===== config.mk =====
export PLATFORM = sky130hd
export DESIGN_NAME = stopwatch_core
export DESIGN_NICKNAME = d
export VERILOG_FILES = /design/src/rtl/sw_pkg.sv /design/src/rtl/sw_tick_gen.sv /design/src/rtl/sw_bcd_stage.sv /design/src/rtl/sw_ctrl.sv /design/src/rtl/sw_scan.sv /design/src/rtl/stopwatch_core.sv
export SDC_FILE = /design/constraint.sdc
export NUM_CORES = 1
export LEC_CHECK = 0
export ABC_CLOCK_PERIOD_IN_PS = 5900
export BUFFER_PORTS_ARGS = -buffer_cell sky130_fd_sc_hd__buf_2
export CAP_MARGIN = 20
export CORE_AREA = 2 2 159 114
export DETAILED_ROUTE_END_ITERATION = 12
export DIE_AREA = 0 0 161 116
export MAX_ROUTING_LAYER = met4
export PLACE_DENSITY = 0.41
export RECOVER_POWER = 100
export SLEW_MARGIN = 20
export SYNTH_ARGS = -nofsm -noshare
export SYNTH_HDL_FRONTEND = slang
export SYNTH_HIERARCHICAL = 1
export SYNTH_SLANG_ARGS = --single-unit

===== constraint.sdc =====
create_clock -name clk -period 5.9 [get_ports clk]
set_clock_uncertainty 0.15 [all_clocks]
set_input_delay 0.295 -clock clk [delete_from_list [all_inputs] [get_ports clk]]
set_output_delay 0.295 -clock clk [all_outputs]
set_load 0.01 [all_outputs]

===== src/rtl/sw_pkg.sv =====
package sw_pkg;

    typedef logic [3:0] bcd_t;
    typedef logic [6:0] seg_t;

    typedef struct packed {
        bcd_t min_t;
        bcd_t min_o;
        bcd_t sec_t;
        bcd_t sec_o;
        bcd_t hun_t;
        bcd_t hun_o;
    } sw_time_t;

    typedef enum logic {
        ST_PAUSED  = 1'b0,
        ST_RUNNING = 1'b1
    } run_state_e;

    localparam int   NUM_POS    = 8;
    localparam int   NUM_DIGITS = 6;
    localparam int   POS_W      = $clog2(NUM_POS);
    localparam seg_t SEG_BLANK  = 7'h7F;

    // Active-low, bit 6 = g ... bit 0 = a
    function automatic seg_t bcd_to_seg(bcd_t d);
        case (d)
            4'd0:    return 7'b1000000;
            4'd1:    return 7'b1111001;
            4'd2:    return 7'b0100100;
            4'd3:    return 7'b0110000;
            4'd4:    return 7'b0011001;
            4'd5:    return 7'b0010010;
            4'd6:    return 7'b0000010;
            4'd7:    return 7'b1111000;
            4'd8:    return 7'b0000000;
            4'd9:    return 7'b0010000;
            default: return SEG_BLANK;
        endcase
    endfunction

    // Display position to digit: least significant digit on position 0
    function automatic bcd_t pick_digit(sw_time_t t, logic [POS_W-1:0] pos);
        case (pos)
            3'd0:    return t.hun_o;
            3'd1:    return t.hun_t;
            3'd2:    return t.sec_o;
            3'd3:    return t.sec_t;
            3'd4:    return t.min_o;
            3'd5:    return t.min_t;
            default: return 4'hF;
        endcase
    endfunction

endpackage


===== src/rtl/sw_tick_gen.sv =====
module sw_tick_gen #(
    parameter int SCAN_DIV = 10,
    parameter int TICK_DIV = 1000
) (
    input  logic clk,
    input  logic rst,
    output logic scan_en,
    output logic tick_en
);
    localparam int SW = (SCAN_DIV > 1) ? $clog2(SCAN_DIV) : 1;
    localparam int TW = (TICK_DIV > 1) ? $clog2(TICK_DIV) : 1;
    localparam logic [SW-1:0] SCAN_LAST = SW'(SCAN_DIV - 1);
    localparam logic [TW-1:0] TICK_LAST = TW'(TICK_DIV - 1);

    logic [SW-1:0] scan_q;
    logic [TW-1:0] tick_q;

    assign scan_en = (scan_q == SCAN_LAST);
    assign tick_en = scan_en && (tick_q == TICK_LAST);

    always_ff @(posedge clk) begin
        if (rst) begin
            scan_q <= '0;
            tick_q <= '0;
        end else begin
            scan_q <= scan_en ? '0 : scan_q + 1'b1;
            if (scan_en)
                tick_q <= (tick_q == TICK_LAST) ? '0 : tick_q + 1'b1;
        end
    end

    AST_TICK_ON_SCAN: assert property (@(posedge clk) disable iff (rst)
        tick_en |-> scan_en) else $error("tick without scan enable");

endmodule


===== src/rtl/sw_bcd_stage.sv =====
module sw_bcd_stage
    import sw_pkg::*;
#(
    parameter int TENS_MAX = 9,
    parameter int ONES_MAX = 9
) (
    input  logic clk,
    input  logic rst,
    input  logic clear,
    input  logic step,
    output bcd_t tens_q,
    output bcd_t ones_q,
    output logic carry
);
    localparam bcd_t T_LAST = bcd_t'(TENS_MAX);
    localparam bcd_t O_LAST = bcd_t'(ONES_MAX);

    logic at_max;
    assign at_max = (tens_q == T_LAST) && (ones_q == O_LAST);
    assign carry  = step && at_max;

    always_ff @(posedge clk) begin
        if (rst || clear) begin
            tens_q <= '0;
            ones_q <= '0;
        end else if (step) begin
            if (ones_q == O_LAST) begin
                ones_q <= '0;
                tens_q <= (tens_q == T_LAST) ? '0 : tens_q + 1'b1;
            end else begin
                ones_q <= ones_q + 1'b1;
            end
        end
    end

    AST_DIGIT_RANGE: assert property (@(posedge clk) disable iff (rst)
        (tens_q <= T_LAST) && (ones_q <= O_LAST)) else $error("digit out of range");
    AST_WRAP_ZERO: assert property (@(posedge clk) disable iff (rst)
        (step && at_max) |=> (tens_q == '0 && ones_q == '0)) else $error("no wrap to zero");

endmodule


===== src/rtl/sw_ctrl.sv =====
module sw_ctrl
    import sw_pkg::*;
(
    input  logic     clk,
    input  logic     rst,
    input  logic     start,
    input  logic     pause,
    input  logic     clear,
    input  logic     tick,
    input  sw_time_t live,
    output logic     count_step,
    output logic     running,
    output sw_time_t recall_q
);
    run_state_e state_q;

    assign running    = (state_q == ST_RUNNING);
    assign count_step = running && !pause && !clear && tick;

    always_ff @(posedge clk) begin
        if (rst) begin
            state_q  <= ST_PAUSED;
            recall_q <= '0;
        end else begin
            if (pause && running)
                recall_q <= live;
            if (pause)
                state_q <= ST_PAUSED;
            else if (start)
                state_q <= ST_RUNNING;
        end
    end

    AST_RECALL_CAPTURE: assert property (@(posedge clk) disable iff (rst)
        (pause && running) |=> (recall_q == $past(live))) else $error("recall not captured");
    AST_RECALL_KEPT: assert property (@(posedge clk) disable iff (rst)
        !(pause && running) |=> $stable(recall_q)) else $error("recall disturbed");
    AST_RESET_STATE: assert property (@(posedge clk)
        rst |=> (state_q == ST_PAUSED && recall_q == '0)) else $error("bad reset state");

endmodule


===== src/rtl/sw_scan.sv =====
module sw_scan
    import sw_pkg::*;
(
    input  logic               clk,
    input  logic               rst,
    input  logic               scan_en,
    input  logic               show_recall,
    input  sw_time_t           live,
    input  sw_time_t           recall,
    output logic [NUM_POS-1:0] sel_n,
    output seg_t               seg_n
);
    logic [POS_W-1:0] idx_q;
    sw_time_t         src;

    always_ff @(posedge clk) begin
        if (rst)
            idx_q <= '0;
        else if (scan_en)
            idx_q <= idx_q + 1'b1;
    end

    assign src   = show_recall ? recall : live;
    assign sel_n = ~(NUM_POS'(1) << idx_q);

    always_comb begin
        if (int'(idx_q) < NUM_DIGITS)
            seg_n = bcd_to_seg(pick_digit(src, idx_q));
        else
            seg_n = SEG_BLANK;
    end

    AST_SEL_ONEHOT: assert property (@(posedge clk) disable iff (rst)
        $onehot(~sel_n)) else $error("select not one-hot");
    AST_BLANK_POS: assert property (@(posedge clk) disable iff (rst)
        (int'(idx_q) >= NUM_DIGITS) |-> (seg_n == SEG_BLANK)) else $error("unused position lit");
    AST_SCAN_STEP: assert property (@(posedge clk) disable iff (rst)
        scan_en |=> (idx_q == POS_W'($past(idx_q) + 1'b1))) else $error("scan step wrong");

endmodule


===== src/rtl/stopwatch_core.sv =====
module stopwatch_core
    import sw_pkg::*;
#(
    parameter int SCAN_DIV = 10,
    parameter int TICK_DIV = 1000
) (
    input  logic       clk,
    input  logic       rst,
    input  logic       start_i,
    input  logic       pause_i,
    input  logic       clear_i,
    input  logic       recall_i,
    output logic [7:0] digit_sel_n_o,
    output logic [6:0] seg_n_o
);
    localparam int NUM_STAGES = 3;

    logic     scan_en, tick_en, count_step, running;
    sw_time_t live, recall;
    bcd_t     tens_w [NUM_STAGES];
    bcd_t     ones_w [NUM_STAGES];
    logic     step_w [NUM_STAGES];
    logic     carry_w[NUM_STAGES];

    sw_tick_gen #(.SCAN_DIV(SCAN_DIV), .TICK_DIV(TICK_DIV)) u_ticks (
        .clk(clk), .rst(rst), .scan_en(scan_en), .tick_en(tick_en)
    );

    sw_ctrl u_ctrl (
        .clk(clk), .rst(rst), .start(start_i), .pause(pause_i), .clear(clear_i),
        .tick(tick_en), .live(live), .count_step(count_step),
        .running(running), .recall_q(recall)
    );

    // Stage 0: hundredths (99), stages 1 and 2: seconds and minutes (59)
    for (genvar g = 0; g < NUM_STAGES; g++) begin : g_stage
        localparam int TMAX = (g == 0) ? 9 : 5;
        if (g == 0) begin : g_first
            assign step_w[g] = count_step;
        end else begin : g_chain
            assign step_w[g] = carry_w[g-1];
        end
        sw_bcd_stage #(.TENS_MAX(TMAX), .ONES_MAX(9)) u_stage (
            .clk(clk), .rst(rst), .clear(clear_i), .step(step_w[g]),
            .tens_q(tens_w[g]), .ones_q(ones_w[g]), .carry(carry_w[g])
        );
    end

    assign live = '{min_t: tens_w[2], min_o: ones_w[2],
                    sec_t: tens_w[1], sec_o: ones_w[1],
                    hun_t: tens_w[0], hun_o: ones_w[0]};

    sw_scan u_scan (
        .clk(clk), .rst(rst), .scan_en(scan_en), .show_recall(recall_i),
        .live(live), .recall(recall), .sel_n(digit_sel_n_o), .seg_n(seg_n_o)
    );

    AST_PAUSED_HOLDS: assert property (@(posedge clk) disable iff (rst)
        (!running && !clear_i) |=> $stable(live)) else $error("count moved while paused");
    AST_CLEAR_ZERO: assert property (@(posedge clk) disable iff (rst)
        clear_i |=> (live == '0)) else $error("clear did not zero");
    AST_MIN_WRAP: assert property (@(posedge clk) disable iff (rst)
        carry_w[2] |=> (live.min_t == '0 && live.min_o == '0)) else $error("minutes wrap");
    AST_NO_IDLE_COUNT: assert property (@(posedge clk) disable iff (rst)
        !running |-> !count_step) else $error("step while paused");

endmodule


======== Word level (Yosys, flattened, before mapping) ========
Memory sizes are Yosys's and may differ from the RTL's.
Cells that the tools add are included.
word-level totals
  word-level logic and storage cells ...... 71
  bits in latches ......................... 0
  output and inout port bits .............. 15
  flip-flop bits (word level) ............. 66
  memory bits (read-only) ................. 112
  input bits .............................. 6
  RAM bits ................................ 0
  memories ................................ 1
memory list
  memory            words  width  rd ports  clocked after memory_dff  wr ports  RTL line      text
  (name not given)  16     7      1         0                         0         sw_pkg.sv:27  case (d)
cells by class
  $mul .................................... 0
  muxes and demuxes ....................... 11
  div/mod/pow operators ................... 0
  add/sub/neg operators ................... 9
  shifts and indexed selects .............. 1
  equality and inequality tests ........... 13
  $lt $le $gt $ge ......................... 1
  reductions and logical operators ........ 18
  bitwise logic cells ..................... 1
operators with widths
  operator               count
  $add 4x1->4 const B    7
  $mux 4                 7
  $mux 24                1
  $pmux 4 s6             1
  $eq 4x4->1 const B     5
  $add 10x1->10 const B  1
  $eq 10x10->1 const B   1
  $mux 10                1
  $logic_and 1x1->1      9
  $eq 4x3->1 const B     2
  $not 8->8              1
  $shl 1x3->8 const A    1
  $mux 7                 1
  $eq 3x2->1 const B     2
  $eq 3x3->1 const B     2
  $reduce_and 2->1       3
  $reduce_or 2->1        2
  $add 3x1->3 const B    1
  $eq 3x1->1 const B     1
  $logic_not 3->1        1
  $lt 3x3->1 const B     1
  $logic_not 1->1        2
  $logic_or 1x1->1       1

======== Depth between registers and ports, before layout ========
  word-level depth ........................ 7
  mapped depth ............................ 13
  gate-level depth less buffers ........... 13

======== Modules after synthesis ========
Netlist, hierarchy kept.
modules (own cells, without submodules)
  module                                 area each (µm²)  times used  sequential area each (µm²)  cells an instance
  sw_ctrl                                1211.2           1           500.5                       115
  sw_scan                                907.1            1           60.1                        112
  sw_bcd_stage (g_stage[1].u_stage ...)  401.6            2           160.2                       45
  sw_tick_gen                            719.4            1           280.3                       73
  sw_bcd_stage (g_stage[0].u_stage)      420.4            1           160.2                       46

======== Worst setup path after synthesis ========
OpenSTA, ideal clock, no wires.
  path kind ............................... flip-flop to flip-flop
  from .................................... register u_ticks.scan_q[0]
  to ...................................... register g_stage[2].u_stage.tens_q[3]
  period minus slack after synthesis ...... 3.576 ns
  cell stages (with the launch flop) ...... 13
  library setup time ...................... 0.135 ns
  data required time ...................... 5.615 ns
  arrival time ............................ 3.291 ns
  path buffers ............................ 0
  path slack .............................. 2.324 ns
  path through ............................ dfxtp_1 ha_1 nand3b_4 nor4_1 and4bb_2 nand2_1 nor4_1 nand2_1 and2b_1 and4bb_2 nand3b_1 o311ai_0 o41ai_1
RTL lines
  element                 RTL line            text
  start, declared         sw_tick_gen.sv:15   logic [SW-1:0] scan_q;
  start signal, assigned  sw_tick_gen.sv:26   scan_q <= scan_en ? '0 : scan_q + 1'b1;
  end signal, assigned    sw_bcd_stage.sv:29  tens_q <= (tens_q == T_LAST) ? '0 : tens_q + 1'b1;
  end, declared           sw_bcd_stage.sv:11  output bcd_t tens_q,

==> results.tsv <==
stage	metric	value	unit
finish	Area growth syn-to-layout	9.95	%
floorplan	effective utilization at floorplan	23.8	%
pwr	pwr/cell area	232	nW/µm²
detailed_routing	Antenna Violating Nets Remaining	0	
floorplan	standard cell core area	17000	µm²
critical_path	Crit Path Class	reg -> reg	
sta	setup repair after global routing missed its margin	no	
global_route	GRT Residual Overflow	0	
sta	transition time of the tightest slew-check pin	2.19	ns
detailed_routing	Residual DRC	0	
sta	minimum hold slack	0.107	ns
floorplan	horizontal die dimension	161	µm
synthesis	Yosys warnings	6	
clock_tree	TritonCTS Sinks	66	
critical_path	Critical Path RT	5.95	ns
critical_path	worst path cell trace	ha_1, nand3b_1, nor4_1, and4bb_1, nand2_1, nor4_1, nand2_1, and2b_1, and4bb_1, nand3b_1, o311ai_0, o41ai_1	
placement	cell total after placement	664	
synthesis	synthesized area per cell	9.31	µm²
finish	net count of the finished layout	462	
synthesis	summed instance area of the synthesized netlist	4050	µm²
finish	area of combinational cells with multiple inputs	2370	µm²
pwr	static power due to leakage	1.43	nW
pwr	Pwr Total	1.03	mW
status	result of the run	finished, violations left	
detailed_routing	total iterations of the first detailed-routing run	4	
finish	fraction of layout cells with a size suffix above 1	12.0	%
detailed_routing	vias after detailed routing	3260	
job	Maximum Capacitance Violations	1	
worst_hold_path	class of the worst hold path	in -> reg	
sta	maximum achievable frequency	233	MHz
critical_path	Critical-path top delay cell	sky130_fd_sc_hd__nor4_1	
status	violations in the final reports	capacitance limit, slew limit	
sta	max-slew violation count	50	
floorplan	total die area	18700	µm²
clock_tree	buffer type at the clock tree root	sky130_fd_sc_hd__clkbuf_16	
global_route	vias in the first global route	3077	
global_route	global router's overall resource usage	12.0	%
critical_path	category of the worst setup path capture point	flip-flop	
clock_tree	H-tree lvl count	3	
placement	Post-Place Cell Area	4260	µm²
finish	number of inserted diodes	0	
clock_tree	clock latency at the later pin of the worst-skew pair	0.33	ns
sta	final-report setup violation count	0	
clock_tree	clock tree buffer depth	2	
clock_tree	number of setup buffers added after CTS	0	
floorplan	vertical extent of the die	116	µm
detailed_routing	DR iter-0 viols	276	
detailed_routing	Wirelength per Cell	15.3	µm
placement	final RePlAce weighted congestion	0.765	
detailed_routing	vias per cell	4.79	
pwr	Peak supply drop	0.119	mV
global_route	wire length of the first global-routing pass	17000	µm
placement	HPWL after DPL	7170	µm
finish	Filler Cell Count	1838	
critical_path	kind of start point of the critical path	flip-flop	
finish	final core utilization	26.2	%
clock_tree	hold bufs inserted after CTS	0	
clock_tree	number of buffers created by CTS	9	
global_route	largest net degree at the start of global routing	51	
sta	setup tns final	0	ns
finish	final standard cell area without fillers	4450	µm²
sta	worst-case headroom to the max-slew limit	-45.9	%
finish	flip-flop and latch area	1320	µm²
clock_tree	clock tree from TritonCTS	built	
critical_path	critical path data arrival time	4.34	ns
clock_tree	cells resized by post-CTS repair	0	
clock_tree	clk slew on worst S/H paths	0.05	ns
placement	worst setup slack before clock tree synthesis	1.68	ns
sta	setup slack after layout	1.61	ns
placement	port buffer count	20	
finish	non-filler instance count after layout	680	
sta	Final Hold Viols	0	
sta	fin crit period	4.29	ns
sta	final worst path period share	72.7	%
critical_path	CP max FO	9	
detailed_routing	total length of routed wires	10400	µm
floorplan	IO Count	21	
synthesis	Gate Count Post-Synth	435	
critical_path	maximum single-stage delay on the critical path	0.77	ns
global_route	number of antenna violations at the first check in global routing	0	
floorplan	Core Rows	40	
synthesis	post-synth net total	453	
## worst paths after layout
kind,startpoint,to,slack [ns],cells past startpoint
hold / removal,start_i,u_ctrl/running,0.11,3
setup reg to reg,u_ticks/scan_q[0],g_stage[2].u_stage/tens_q[3],1.61,12
setup / recovery,u_ticks/scan_q[0],g_stage[2].u_stage/tens_q[3],1.61,12
hold reg to reg,u_ticks/tick_q[9],u_ticks/tick_q[9],0.31,2
## layout make-up
class	instances	area share (%)
clock buffers	14	5.93
clock inverters	2	0.787
inverters	21	1.77
multi-input cells	324	53.2
flip-flops and latches	66	29.7
well taps	231	6.49
repair buffers	22	2.11
## per-layer routing
layer	track usage, %	wire, µm
met1	17.6	5720
met2	15.8	4140
met3	3.04	464
met4	3.75	72
met5	-	0
## worst max-delay path, delay by kind of cell (launching register included)
family                   cells  cell delay, ns
AO/OA/AOI/OAI                2            0.49
flip-flops                   1            0.39
AND/OR/NAND/NOR              9            2.86
adder cells (fa/ha/maj)      1            0.27
## registers in the layout (all words and copies together), names as in the netlist
name                    count
u_ticks/scan_q              4
u_ticks/tick_q             10
g_stage.u_stage/tens_q     12
u_ctrl/recall_q            24
u_scan/idx_q                3
u_ctrl/running              1
g_stage.u_stage/ones_q     12
## where the power goes
part,internal (mW),switching (mW),total [mW]
logic,0.0102,0.0301,0.0403
clock network,0.350,0.190,0.540
registers,0.448,0.00263,0.451
## layout by cell type, fill, tap and decap left out, types with 3 or more instances in the layout
master	instances
sky130_fd_sc_hd__o21ai_0	9
sky130_fd_sc_hd__o311ai_0	5
sky130_fd_sc_hd__o31ai_1	6
sky130_fd_sc_hd__dfxtp_1	66
sky130_fd_sc_hd__o41ai_1	5
sky130_fd_sc_hd__nand3b_1	6
sky130_fd_sc_hd__o32ai_1	3
sky130_fd_sc_hd__clkbuf_16	9
sky130_fd_sc_hd__a21oi_1	26
sky130_fd_sc_hd__nor2b_1	4
sky130_fd_sc_hd__xnor2_1	9
sky130_fd_sc_hd__or4_1	4
sky130_fd_sc_hd__nand4b_1	3
sky130_fd_sc_hd__nand2_1	27
sky130_fd_sc_hd__nand4_1	6
sky130_fd_sc_hd__a21oi_2	18
sky130_fd_sc_hd__nand2b_1	9
sky130_fd_sc_hd__or3_1	5
sky130_fd_sc_hd__a21bo_1	24
sky130_fd_sc_hd__nand3_1	34
sky130_fd_sc_hd__clkbuf_1	18
sky130_fd_sc_hd__buf_2	6
sky130_fd_sc_hd__mux2i_1	22
sky130_fd_sc_hd__nor2_1	21
sky130_fd_sc_hd__inv_1	21
sky130_fd_sc_hd__o22ai_1	3
sky130_fd_sc_hd__mux2_2	7
sky130_fd_sc_hd__nor3_1	6
sky130_fd_sc_hd__and4bb_2	3
sky130_fd_sc_hd__ha_1	12
Power figures use the tool's default switching activity.
